### config.mk
export PLATFORM = sky130hd
export DESIGN_NAME = acc_calc
export DESIGN_NICKNAME = d
export VERILOG_FILES = /design/src/rtl/calc_pkg.sv /design/src/rtl/calc_phase.sv /design/src/rtl/calc_in_stage.sv /design/src/rtl/calc_alu.sv /design/src/rtl/calc_acc.sv /design/src/rtl/acc_calc.sv
export SDC_FILE = /design/constraint.sdc
export NUM_CORES = 2
export LEC_CHECK = 0
export ABC_AREA = 1
export CORE_ASPECT_RATIO = 0.9
export CORE_UTILIZATION = 40
export CTS_CLUSTER_SIZE = 8
export DETAILED_ROUTE_END_ITERATION = 8
export GPL_TIMING_DRIVEN = 0
export HOLD_SLACK_MARGIN = 0.05
export SETUP_SLACK_MARGIN = 0.2
export SYNTH_ARGS = -nofsm -noshare
export SYNTH_HDL_FRONTEND = slang
export SYNTH_SLANG_ARGS = --single-unit
### constraint.sdc
create_clock -name clk_i -period 84.6 [get_ports clk_i]
set_input_delay 16.92 -clock clk_i [delete_from_list [all_inputs] [get_ports clk_i]]
set_output_delay 16.92 -clock clk_i [all_outputs]
set_load 0.005 [all_outputs]
### src/rtl/calc_pkg.sv
package calc_pkg;
  typedef enum logic [1:0] {
    OP_ADD = 2'b00,
    OP_SUB = 2'b01,
    OP_MUL = 2'b10,
    OP_DIV = 2'b11
  } calc_op_e;
endpackage

### src/rtl/calc_phase.sv
module calc_phase (
  input  logic clk_i,
  input  logic rst_ni,
  output logic phase_o
);
  logic phase_q;

  // low after reset, so the first take is on the second edge
  always_ff @(posedge clk_i or negedge rst_ni) begin
    if (!rst_ni) phase_q <= 1'b0;
    else         phase_q <= ~phase_q;
  end

  assign phase_o = phase_q;
endmodule

### src/rtl/calc_in_stage.sv
module calc_in_stage #(
  parameter int unsigned W = 32
) (
  input  logic             clk_i,
  input  logic             rst_ni,
  input  logic             take_i,
  input  logic [W-1:0]     operand_i,
  input  calc_pkg::calc_op_e op_i,
  output logic [W-1:0]     operand_o,
  output calc_pkg::calc_op_e op_o,
  output logic             vld_o
);
  logic [W-1:0]       opnd_q;
  calc_pkg::calc_op_e op_q;
  logic               vld_q;

  always_ff @(posedge clk_i or negedge rst_ni) begin
    if (!rst_ni) begin
      opnd_q <= '0;
      op_q   <= calc_pkg::OP_ADD;
      vld_q  <= 1'b0;
    end else begin
      vld_q <= take_i;
      // hold operands on idle edges
      if (take_i) begin
        opnd_q <= operand_i;
        op_q   <= op_i;
      end
    end
  end

  assign operand_o = opnd_q;
  assign op_o      = op_q;
  assign vld_o     = vld_q;
endmodule

### src/rtl/calc_alu.sv
module calc_alu #(
  parameter int unsigned W = 32
) (
  input  logic [W-1:0]       lhs_i,
  input  logic [W-1:0]       rhs_i,
  input  calc_pkg::calc_op_e op_i,
  output logic [W-1:0]       res_o
);
  localparam logic [W-1:0] AllOnes = {W{1'b1}};

  always_comb begin
    unique case (op_i)
      calc_pkg::OP_ADD: res_o = lhs_i + rhs_i;
      calc_pkg::OP_SUB: res_o = lhs_i - rhs_i;
      calc_pkg::OP_MUL: res_o = lhs_i * rhs_i;
      calc_pkg::OP_DIV: res_o = (rhs_i == '0) ? AllOnes : (lhs_i / rhs_i);
      default:          res_o = '0;
    endcase
  end
endmodule

### src/rtl/calc_acc.sv
module calc_acc #(
  parameter int unsigned W = 32
) (
  input  logic         clk_i,
  input  logic         rst_ni,
  input  logic         vld_i,
  input  logic [W-1:0] res_i,
  output logic [W-1:0] acc_o,
  output logic [W-1:0] result_o,
  output logic         valid_o
);
  logic [W-1:0] acc_q;

  always_ff @(posedge clk_i or negedge rst_ni) begin
    if (!rst_ni)    acc_q <= '0;
    else if (vld_i) acc_q <= res_i;
  end

  assign acc_o    = acc_q;
  assign result_o = vld_i ? res_i : '0;
  assign valid_o  = vld_i;
endmodule

### src/rtl/acc_calc.sv
module acc_calc #(
  parameter int unsigned W = 32
) (
  input  logic         clk_i,
  input  logic         rst_ni,
  input  logic [W-1:0] operand_i,
  input  logic [1:0]   op_i,
  output logic [W-1:0] result_o,
  output logic         valid_o
);
  logic               phase;
  logic [W-1:0]       opnd_q;
  calc_pkg::calc_op_e op_q;
  logic               stg_vld;
  logic [W-1:0]       acc_q;
  logic [W-1:0]       alu_res;

  calc_phase u_phase (
    .clk_i  (clk_i),
    .rst_ni (rst_ni),
    .phase_o(phase)
  );

  calc_in_stage #(.W(W)) u_in (
    .clk_i    (clk_i),
    .rst_ni   (rst_ni),
    .take_i   (phase),
    .operand_i(operand_i),
    .op_i     (calc_pkg::calc_op_e'(op_i)),
    .operand_o(opnd_q),
    .op_o     (op_q),
    .vld_o    (stg_vld)
  );

  calc_alu #(.W(W)) u_alu (
    .lhs_i(acc_q),
    .rhs_i(opnd_q),
    .op_i (op_q),
    .res_o(alu_res)
  );

  calc_acc #(.W(W)) u_acc (
    .clk_i   (clk_i),
    .rst_ni  (rst_ni),
    .vld_i   (stg_vld),
    .res_i   (alu_res),
    .acc_o   (acc_q),
    .result_o(result_o),
    .valid_o (valid_o)
  );
endmodule

==> out/metrics.csv <==
stage,metric,value,unit
global_route,antenna_found_initial,13,
clock_network,clockBufferDepth,2,
critical_path,required,67.68,ns
finish,layout.nets,9229,
logic_synthesis,async_flop_share,1.00,
clock_network,cts_tree,built,
clock_network,cts_buffers,9,
sta,maxSlewHeadroom,-0.0630,
outcome,status,finished with violations,
logic_synthesis,synthAdderAreaFrac,0.328,
sta,finalSetupTns,0,ns
logic_synthesis,synth_seq_cells,68,
floorplanning,fp.dieW,379,um
sta,rsz0062_at_grt,yes,
outcome,violations,"capacitance limit, slew limit",
finish,final_cells,9807,
sta,max_clock_freq,0.0121,GHz
hold_path,hold_path.class,flop to flop,
placement,place_ws,-11.44,ns
finish,final_util,0.475,
logic_synthesis,synth_commonest_cells,"nand2_1, inv_1, ha_1",
logic_synthesis,yosysMostFrequentCell,nand2_1,
routing,wl,199000,um
routing,routedWlPerCell,20.3,um
critical_path,worst_path_most_repeated_cell,nand2_1,
floorplanning,io_pins,69,
floorplanning,initial_core_util,0.403,
logic_synthesis,yosys.area.top_type,ha_1,
logic_synthesis,synth_area_leaders,"ha_1, fa_1, nand2_1, inv_1, xor2_1",
routing,drt_iter0_markers,4688,
routing,drt_pre_antenna_iters,7,
placement,portBuffers,68,
logic_synthesis,muxShareOfSynthArea,0.00420,
finish,area_delta_synth_final,17.9,%
sta,clock_skew,0.0140,ns
global_route,grt_pass1_wl,294000,um
placement,dp.final_hpwl,160000,um
clock_network,root_buffer,clkbuf_16,
critical_path,cp_slowest_stage_delay,0.56,ns
critical_path,end_kind,primary output,
clock_network,clk_latency,0.37,ns
global_route,grt_pass1_vias,49697,
logic_synthesis,syn-num-nets,8876,
logic_synthesis,synth_area,0.0512,mm2
logic_synthesis,synth-compound-area-share,0.138,
placement,placed_cells,9532,
clock_network,cts-htree-levels,3,
placement,gp_congestion,0.999,
floorplanning,dieArea,0.129,mm2
logic_synthesis,yosysWarnings,0,
logic_synthesis,avgSynthCellArea,6.61,um2
sta,tightestPinTransition,1.58,ns
critical_path,slowest_stage,dfrtp_1,
floorplanning,die_h,341,um
sta,hold_viol_final,0,
logic_synthesis,synth.distinct_cells,89,
critical_path,cp_max_fo,10,
clock_network,clk_pin_slew,0.07,ns
global_route,grt_max_degree,58,
finish,fillers,12930,
sta,min_period,82.50,ns
global_route,grt-ovfl-total,0,
global_route,groute.usage.overall,0.296,
clock_network,cts_sinks,68,
sta,fin_ws,2.10,ns
routing,viasPerCell,5.39,
logic_synthesis,synth_top_area_share,0.168,
sta,finalCritPeriodShare,0.975,
routing,num_vias,52884,
finish,drive_gt1_frac,0.165,
logic_synthesis,synth-simple-area-share,0.278,
logic_synthesis,yosysSeqAreaShare,0.0332,
sta,slew_violations,5,
floorplanning,coreArea,0.127,mm2
flow_run,max_cap_viol_count,1,
logic_synthesis,synth_top_family_by_area,adder cells,
routing,drcViolationCount,0,
critical_path,cp_data_arrival_time,65.58,ns
critical_path,r2r_setup_slack,19.18,ns
logic_synthesis,synth_flop_cell,dfrtp_1,
critical_path,cp-start-kind,flop,
routing,ant_nets,0,
logic_synthesis,netlist_instances,7744,
floorplanning,rows,124,
critical_path,crit_type,flop to primary output,
logic_synthesis,synth_edf_count,0,
sta,setup_viol_count_final,0,
logic_synthesis,synth_xor_area_frac,0.0806,
## cell type report
| cell class | instances | area (um2) | area share |
|---|---|---|---|
| multi-input cells | 5942 | 45900 | 0.760 |
| flip-flops and latches | 68 | 1700 | 0.0282 |
| plain buffers | 238 | 1580 | 0.0261 |
| clock buffers | 10 | 229 | 0.00379 |
| diodes | 4 | 10.0 | 0.000166 |
| repair buffers | 342 | 3050 | 0.0506 |
| clock inverters | 6 | 65.1 | 0.00108 |
| inverters | 1496 | 5740 | 0.0951 |
| well taps | 1701 | 2130 | 0.0353 |
## layout by cell type (no fill, tap or decap), drive strengths merged, types with 67 or more instances in the layout
cell	instances
buf	360
xor2	313
nand2	2111
xnor2	158
o21ai	345
nor2	386
o21bai	67
inv	1481
ha	687
fa	409
clkbuf	160
dfrtp	68
nand3	405
a21oi	524
## what timing repair did
action,CTS,global route
buffers inserted,120,131
hold buffers,0,0
pin swaps,87,222
gates cloned,1,3
hold endpoints to repair,0,0
resized for setup,351,491
setup endpoints to repair,4,3
## through the flow
| step | instance area, um2 | hold slack (ns) |
|---|---|---|
| after floorplan | 51200 | 0.352 |
| after global placement | 54000 | 0.356 |
| after detailed placement | 54400 | 0.361 |
| after CTS | 56800 | 0.381 |
| after global routing | 60400 | 0.391 |
| final | 60400 | 0.389 |
## state kept, by name, indices dropped and copies added (netlist names)
signal / count
u_in.op_o: 2
u_in.vld_o: 1
u_in.operand_o: 32
u_phase.phase_o: 1
u_acc.acc_o: 32
## final timing paths
kind                                endpoint       startpoint  cells past startpoint
max                              result_o[0]   u_acc.acc_o[2]                    493
min                               u_in.vld_o  u_phase.phase_o                      0
max reg2reg                   u_acc.acc_o[0]   u_acc.acc_o[2]                    493
min reg2reg                       u_in.vld_o  u_phase.phase_o                      0
max in group asynchronous  u_in.operand_o[0]           rst_ni                      2
min in group asynchronous    u_acc.acc_o[31]           rst_ni                      1
## metal layers
metal	vias up	global-route usage	part of all wire
met1	25268	0.411	0.43
met3	338	0.0544	0.096
li1	25265	-	-
met2	2001	0.463	0.43
met5	-	0	0.0011
met4	12	0.0934	0.037
## cell families (layout without fill, tap and decap cells)
kind of cell    Yosys count  count (layout)
simple gates           3181            3181
buf+inv                1734            2092
compound gates         1175            1175
fa+ha+maj              1096            1096
xor+xnor                471             471
flops                    68              68
mux                      19              19
other cells               0               4
## worst max-delay path, delay by kind of cell, from the launching register on
| kind | cells | cell delay (ns) |
|---|---|---|
| XOR/XNOR | 3 | 0.52 |
| AO/OA/AOI/OAI | 142 | 22.37 |
| AND/OR/NAND/NOR | 226 | 23.30 |
| adder cells (fa/ha/maj) | 31 | 8.70 |
| flip-flops | 1 | 0.56 |
| buffers and inverters | 91 | 9.49 |
Power is not shown: default switching activity piles up to over one toggle a cycle in this logic, so the estimate is an artifact.
